**src/rtl/busHoldPkg.sv**
```systemverilog
package busHoldPkg;

  typedef enum logic [1:0] {
    ST_IDLE = 2'd0,
    ST_ADDR = 2'd1,
    ST_DATA = 2'd2,
    ST_HOLD = 2'd3
  } busState_t;

  // Strobes from the sequencer to the datapath
  typedef struct packed {
    logic clear;
    logic enterHold;
    logic leaveHold;
  } ctrlStrobe_t;

endpackage

```
**src/rtl/busHoldCtrl.sv**
```systemverilog
module busHoldCtrl
  import busHoldPkg::*;
(
  input  logic        clk,
  input  logic        rst,
  input  logic        holdReq,
  input  logic        busReq,
  input  logic        cycleDone,
  input  logic        lockActive,
  input  logic        narrowSecond,
  output ctrlStrobe_t strobe,
  output logic        addrPhase,
  output logic        dataPhase
);

  busState_t state;
  busState_t nextState;
  logic      grantOk;

  assign grantOk = holdReq && !lockActive;

  always_comb begin
    nextState = state;
    unique case (state)
      ST_IDLE: begin
        if (grantOk)     nextState = ST_HOLD;
        else if (busReq) nextState = ST_ADDR;
      end
      ST_ADDR: nextState = ST_DATA;
      ST_DATA: begin
        if (cycleDone) begin
          if (narrowSecond) nextState = ST_ADDR;
          else if (grantOk) nextState = ST_HOLD;
          else if (busReq)  nextState = ST_ADDR;
          else              nextState = ST_IDLE;
        end
      end
      ST_HOLD: begin
        if (!holdReq) nextState = busReq ? ST_ADDR : ST_IDLE;
      end
      default: nextState = ST_IDLE;
    endcase
  end

  always_ff @(posedge clk) begin
    if (rst) state <= ST_IDLE;
    else     state <= nextState;
  end

  always_comb begin
    strobe.clear     = rst;
    strobe.enterHold = !rst && (state != ST_HOLD) && (nextState == ST_HOLD);
    strobe.leaveHold = !rst && (state == ST_HOLD) && (nextState != ST_HOLD);
  end

  assign addrPhase = (state == ST_ADDR);
  assign dataPhase = (state == ST_DATA);

  AST_RESET_WINS: assert property (@(posedge clk)
    rst |=> (state == ST_IDLE));

  AST_LOCK_DEFERS: assert property (@(posedge clk) disable iff (rst)
    (state == ST_DATA && cycleDone && lockActive) |=> (state != ST_HOLD));

  AST_NARROW_FIRST: assert property (@(posedge clk) disable iff (rst)
    (state == ST_DATA && cycleDone && narrowSecond) |=> (state == ST_ADDR));

  AST_EXIT_TARGET: assert property (@(posedge clk) disable iff (rst)
    (state == ST_HOLD && !holdReq && busReq) |=> (state == ST_ADDR));

  AST_NO_ADDR_IN_HOLD: assert property (@(posedge clk) disable iff (rst)
    (state == ST_HOLD && holdReq) |=> (state == ST_HOLD));

  AST_ADDR_ONE_CLOCK: assert property (@(posedge clk) disable iff (rst)
    (state == ST_ADDR) |=> (state == ST_DATA));

endmodule

```
**src/rtl/busHoldDp.sv**
```systemverilog
module busHoldDp
  import busHoldPkg::*;
#(
  parameter int GROUPS = 3
) (
  input  logic              clk,
  input  ctrlStrobe_t       strobe,
  input  logic              nmiIn,
  input  logic              nmiTaken,
  output logic              holdAck,
  output logic [GROUPS-1:0] outEn,
  output logic              nmiPending
);

  localparam logic [GROUPS-1:0] ALL_ON  = {GROUPS{1'b1}};
  localparam logic [GROUPS-1:0] ALL_OFF = {GROUPS{1'b0}};

  logic nmiPrev;
  logic nmiRise;
  logic nmiHeld;

  assign nmiRise = nmiIn && !nmiPrev;

  always_ff @(posedge clk) begin
    if (strobe.clear)          holdAck <= 1'b0;
    else if (strobe.enterHold) holdAck <= 1'b1;
    else if (strobe.leaveHold) holdAck <= 1'b0;
  end

  for (genvar g = 0; g < GROUPS; g++) begin : gEnable
    always_ff @(posedge clk) begin
      if (strobe.clear)          outEn[g] <= 1'b1;
      else if (strobe.enterHold) outEn[g] <= 1'b0;
      else if (strobe.leaveHold) outEn[g] <= 1'b1;
    end
  end

  always_ff @(posedge clk) begin
    if (strobe.clear) begin
      nmiPrev    <= 1'b1;
      nmiHeld    <= 1'b0;
      nmiPending <= 1'b0;
    end else begin
      nmiPrev <= nmiIn;
      if (holdAck) begin
        if (strobe.leaveHold) begin
          nmiPending <= (nmiPending && !nmiTaken) || nmiHeld || nmiRise;
          nmiHeld    <= 1'b0;
        end else begin
          nmiPending <= nmiPending && !nmiTaken;
          nmiHeld    <= nmiHeld || nmiRise;
        end
      end else begin
        nmiPending <= (nmiPending && !nmiTaken) || nmiRise;
      end
    end
  end

  AST_FLOAT_IN_HOLD: assert property (@(posedge clk) disable iff (strobe.clear)
    holdAck |-> (outEn == ALL_OFF));

  AST_DRIVE_OUT_OF_HOLD: assert property (@(posedge clk) disable iff (strobe.clear)
    !holdAck |-> (outEn == ALL_ON));

  AST_PENDING_ON_EXIT: assert property (@(posedge clk) disable iff (strobe.clear)
    (strobe.leaveHold && nmiHeld) |=> nmiPending);

  AST_RESET_DROPS: assert property (@(posedge clk)
    strobe.clear |=> (!holdAck && !nmiPending));

endmodule

```
**src/rtl/busHoldUnit.sv**
```systemverilog
module busHoldUnit
  import busHoldPkg::*;
#(
  parameter int GROUPS = 3
) (
  input  logic              clk,
  input  logic              rst,
  input  logic              holdReq,
  input  logic              busReq,
  input  logic              cycleDone,
  input  logic              lockActive,
  input  logic              narrowSecond,
  input  logic              nmiIn,
  input  logic              nmiTaken,
  output logic              holdAck,
  output logic [GROUPS-1:0] outEn,
  output logic              addrPhase,
  output logic              dataPhase,
  output logic              nmiPending
);

  ctrlStrobe_t strobe;

  busHoldCtrl u_ctrl (
    .clk          (clk),
    .rst          (rst),
    .holdReq      (holdReq),
    .busReq       (busReq),
    .cycleDone    (cycleDone),
    .lockActive   (lockActive),
    .narrowSecond (narrowSecond),
    .strobe       (strobe),
    .addrPhase    (addrPhase),
    .dataPhase    (dataPhase)
  );

  busHoldDp #(.GROUPS(GROUPS)) u_dp (
    .clk        (clk),
    .strobe     (strobe),
    .nmiIn      (nmiIn),
    .nmiTaken   (nmiTaken),
    .holdAck    (holdAck),
    .outEn      (outEn),
    .nmiPending (nmiPending)
  );

  AST_NO_ADDR_WHILE_ACK: assert property (@(posedge clk) disable iff (rst)
    holdAck |-> !addrPhase && !dataPhase);

endmodule

```
**config.mk**
```make
export PLATFORM = sky130hd
export DESIGN_NAME = busHoldUnit
export DESIGN_NICKNAME = d
export VERILOG_FILES = /design/src/rtl/busHoldPkg.sv /design/src/rtl/busHoldCtrl.sv /design/src/rtl/busHoldDp.sv /design/src/rtl/busHoldUnit.sv
export SDC_FILE = /design/constraint.sdc
export NUM_CORES = 1
export LEC_CHECK = 0
export BUFFER_PORTS_ARGS = -buffer_cell sky130_fd_sc_hd__buf_2
export CAP_MARGIN = 20
export CORE_AREA = 2 2 39 41
export DETAILED_ROUTE_END_ITERATION = 16
export DIE_AREA = 0 0 41 43
export MAX_ROUTING_LAYER = met4
export SLEW_MARGIN = 40
export SYNTH_ARGS = -nofsm -noshare
export SYNTH_HDL_FRONTEND = slang
export SYNTH_SLANG_ARGS = --single-unit
```
**constraint.sdc**
```tcl
create_clock -name clk -period 1.3 [get_ports clk]
set_clock_uncertainty 0.05 [all_clocks]
set_input_delay 0.065 -clock clk [delete_from_list [all_inputs] [get_ports clk]]
set_output_delay 0.065 -clock clk [all_outputs]
set_load 0.02 [all_outputs]
```
-- After elaboration in Yosys (flattened, before gate mapping)
Cells that the tools add are included.
- ROM bits: 0
- flip-flop bits (word level): 7
- input port bits: 9
- bits in latches: 0
- memories kept: 0
- bits in writable memories: 0
- logic and storage cells: 44
- magnitude comparators: 0
- shifts and indexed selects: 0
- bitwise operators: 0
- muxes and demuxes: 15
- multiply operators: 0
- equal/unequal tests: 6
- reductions and logical operators: 17
- divide/modulo/power cells: 0
- add/sub/neg operators: 0
- operators with widths (cell ; number):
    $mux 2 ; 6
    $mux 1 ; 8
    $pmux 2 s4 ; 1
    $logic_and 1x1->1 ; 7
    $eq 2x2->1 const B ; 3
    $logic_not 1->1 ; 4
    $logic_or 1x1->1 ; 4
    $ne 2x2->1 const B ; 2
    $eq 2x1->1 const B ; 1
    $logic_not 2->1 ; 1
    $reduce_bool 2->1 ; 1

-- Longest topological paths before layout
- depth in word-level cells: 10
- mapped depth: 6

-- Modules after synthesis
Synthesis repeated with hierarchy kept, for this count alone.
- cells, all modules: 40
- area, all modules: 352.8 µm²
- by module, submodules not included (module ; sequential area each (µm²) ; cells an instance ; instances ; area each (µm²)):
    busHoldDp ; 100.1 ; 19 ; 1 ; 195.2
    busHoldCtrl ; 40.0 ; 21 ; 1 ; 157.7

-- Least setup slack after synthesis
No wires, ideal clock.
- path kind: register to register
- from: reg u_ctrl.state[0]
- to: reg u_dp.outEn[0]
- slack: -0.127 ns
- setup time: 0.126 ns
- cell stages (with the launch flop): 6
- buffers on the path: 1
- period minus slack after synthesis: 1.427 ns
- data arrival time: 1.251 ns
- path through: dfxtp_1 > buf_6 > or3b_4 > a21boi_1 > a311oi_1 > o21ai_1
- cells in the longest elaborated chain, start to end: 6
- RTL lines (element ; RTL line ; source):
    start: declaration ; busHoldCtrl.sv:16 ; busState_t state;
    start signal: assignment ; busHoldCtrl.sv:47 ; else state <= nextState;
    $mux 2 ; busHoldCtrl.sv:27 ; else if (busReq) nextState = ST_ADDR;
    $mux 2 ; busHoldCtrl.sv:26 ; if (grantOk) nextState = ST_HOLD;
    $pmux 2 s4 ; busHoldCtrl.sv:24 ; unique case (state)
    $eq 2x2->1 / $ne 2x2->1 (equally long branches) ; busHoldCtrl.sv:52, busHoldCtrl.sv:53 ;
    $logic_and 1x1->1 (on tied branches) ; busHoldCtrl.sv:52, busHoldCtrl.sv:53 ;
    $mux 1 / $reduce_bool 2->1 (equally long branches) ; - ;
    end signal: indexed assignment ; busHoldDp.sv:32 ; if (strobe.clear) outEn[g] <= 1'b1;
    end signal: indexed assignment ; busHoldDp.sv:33 ; else if (strobe.enterHold) outEn[g] <= 1'b0;
    end signal: indexed assignment ; busHoldDp.sv:34 ; else if (strobe.leaveHold) outEn[g] <= 1'b1;
    end: declaration ; busHoldDp.sv:11 ; output logic [GROUPS-1:0] outEn,
Parallel ways exist; a longest one is shown, timed or not.
A chain may end at the register's enable or synchronous reset.

-- Worst setup path after layout
Ends and elaborated chain as after synthesis.

==> flow_metrics.env <==
export IMPL_dieArea_sq_mm=0.001763
export IMPL_setup_slack_ps=-47.69
export IMPL_met3_usage_pct=1.571
export IMPL_drtIter0Drc=9
export IMPL_root_buffer="clkbuf_4"
export IMPL_p_leak_uw=0.0002606
export IMPL_grt_busiest_layer="met2"
export IMPL_p_seq_share_pct=39.8
export IMPL_clock_sinks=7
export IMPL_maxCapViolCount=0
export IMPL_drive_above_1_share_pct=50.00
export IMPL_min_path_type="in2reg"
export IMPL_wirelength_um=810
export IMPL_critPathKind="reg2reg"
export IMPL_synth_most_common_cell="dfxtp_1"
export IMPL_coreArea_sq_mm=0.001384
export IMPL_cp_end_kind="flop"
export IMPL_fin_util_pct=38.52
export IMPL_io_buffers=15
export IMPL_synth_top_cell_by_area="dfxtp_1"
export IMPL_fmax_ghz=0.7420
export IMPL_finalPower_uw=617.6
export IMPL_power_density_mw_per_mm2=1159
export IMPL_io_pin_count=16
export IMPL_cts_tree="done"
export IMPL_grt_max_degree=8
export IMPL_clkTransAtPathRegs_ps=50
export IMPL_fin_hold_ws_ps=28.00
export IMPL_synth_area_top_cells="dfxtp_1 (38%), nor2_1 (6.1%), o21ai_0 (5.4%), buf_4 (4.1%), inv_1 (4.1%)"
export IMPL_die_height_um=43
export IMPL_overflow=0
export IMPL_wire_per_inst_um=9.878
export IMPL_dr_total_vias=376
export IMPL_async_flop_share_pct=0
export IMPL_fin_setup_tns_ps=-47.69
export IMPL_antennaDiodeCount=0
export IMPL_grt_pass1_wl_mm=1.276
export IMPL_multi_input_area_sq_um=206.4
export IMPL_cts_buffer_depth=2
export IMPL_fill_cells=149
export IMPL_period_share_pct=103.7
export IMPL_yosys_warnings=0
export IMPL_ys_flop_type="dfxtp_1"
export IMPL_status="finished, violations left"
export IMPL_grt_pass1_vias=349
export IMPL_period_needed_ps=1348
export IMPL_pwr_share_comb_pct=28.9
export IMPL_die_w_um=41
export IMPL_tightest_slew_ps=419.4
export IMPL_grtUsageMet2_pct=15.31
export IMPL_fin_nets=76
export IMPL_cp_required_ps=1380
export IMPL_antenna_found_initial=0
export IMPL_net_switching_power_uw=180.6
export IMPL_cts_made_buffers=3
export IMPL_drtAntennaViolNets=0
export IMPL_violations="negative setup slack"
export IMPL_globalplace_congestion=0.7824
export IMPL_dr_pass1_iters=2
export IMPL_use_met1_pct=13.46
export IMPL_finalMaxSlewViolations=0
export IMPL_start_util_pct=26.76
export IMPL_ys_ff_latch=7
export IMPL_cts_setup_buffers=0
export IMPL_synth_cell_types=23
export IMPL_yosysSeqAreaShare_pct=37.84
export IMPL_yosysTopAreaCellShare_pct=37.84
export IMPL_synth_area_per_cell_sq_um=8.417
export IMPL_max_vdd_ir_drop_v=0.0004045
export IMPL_postSynthCellCount=44
export IMPL_vias_per_cell=4.585
export IMPL_clock_latency_ps=250
export IMPL_synth_edff_count=0
export IMPL_start_kind="flop"
export IMPL_syn_num_nets=53
export IMPL_cp_arrival_ps=1430
export IMPL_route_detailed_drc=0
export IMPL_dp_hpwl_um=664.3
export IMPL_finalSetupViolCount=1
export IMPL_area_growth_pct=43.92
export IMPL_cp_max_fo=4
export IMPL_synth_common_cells="dfxtp_1 (7), nor2_1 (6), inv_1 (4), o21ai_0 (4)"
export IMPL_clock_power_share_pct=31.2
export IMPL_rows=14
export IMPL_rsz0062_at_grt="yes"
export IMPL_htree_levels=1
export IMPL_sw_frac_of_total_pct=29.24
export IMPL_hold_viol=0
export IMPL_internal_power_uw=437.1
export IMPL_netlist_area_sq_um=370.4
export IMPL_grt_total_usage_pct=10.89
export IMPL_seqCellArea_sq_um=142.6
export IMPL_relSlewSlack_pct=71.74
## critical path, cell delays in order, from the launching register on
cell      delay [ps]
dfxtp_2          330
or3b_4           380
a21boi_4         150
a311oi_2         230
o21ai_1           90
## through the flow
step | setup slack (ps) | cell area (sq um) | std cells
final | -47.69 | 533.0 | 82
after CTS | -49.71 | 519.2 | 82
after detailed placement | -88.93 | 480.5 | 77
after global placement | -43.20 | 480.5 | 77
after floorplan | -113.5 | 374.1 | 44
after global routing | -91.60 | 533.0 | 82
## cells by family after synthesis
| kind of cell | synth area share [%] |
|---|---|
| compound gates | 33.45 |
| buf+inv | 11.15 |
| flops | 37.84 |
| simple gates | 17.57 |
## power groups by stage
stage | sequential, uW | clock (uW) | combinational, uW
floorplan | 253 | 0 | 102
global placement | 246 | 0 | 168
detailed placement | 249 | 0 | 168
CTS | 245 | 204 | 171
global route | 249 | 210 | 198
finish | 246 | 193 | 179
## timing repair
item	CTS	global route
gates resized for setup	2	3
hold endpoints to repair	1	0
pin swaps	1	3
hold buffers	1	0
setup endpoints to repair	2	2
## state kept, by name (all words and copies together) (netlist names)
name             cells
u_dp.holdAck         1
u_dp.nmiPending      1
u_dp.nmiHeld         1
u_ctrl.state         2
u_dp.nmiPrev         1
u_dp.outEn           1
## area by class of cell
type	count	share of cell area (%)
clock buffers	4	4.930
inverters	4	2.817
multi-input cells	30	38.73
flip-flops and latches	7	26.76
well taps	16	3.756
repair buffers	21	23.00
## metal layers
metal,up-vias,part of all wire (%)
li1,198,-
met1,162,47
met2,14,43
met3,2,7.8
met4,0,2.1
met5,-,0
## cells in the final DEF (no fill, tap or decap), types with 2 or more instances in the layout
cell type and n:
inv_1 3, nor2b_1 2, buf_2 15, clkbuf_4 3, nor2_1 6, dfxtp_2 2, buf_4 5, o21ai_0 4
a21oi_1 2, dfxtp_1 5, a31oi_1 2
## path summary, 6_finish.rpt
check / slack [ps] / to / depth (start not counted) / start
min: 30 / u_ctrl.state[1] / 2 / rst
max: -50 / u_dp.outEn[0] / 4 / u_ctrl.state[0]
max reg2reg: -50 / u_dp.outEn[0] / 4 / u_ctrl.state[0]
min reg2reg: 450 / u_dp.outEn[0] / 2 / u_dp.outEn[0]
No activity file was read; power rests on OpenSTA's default activity.
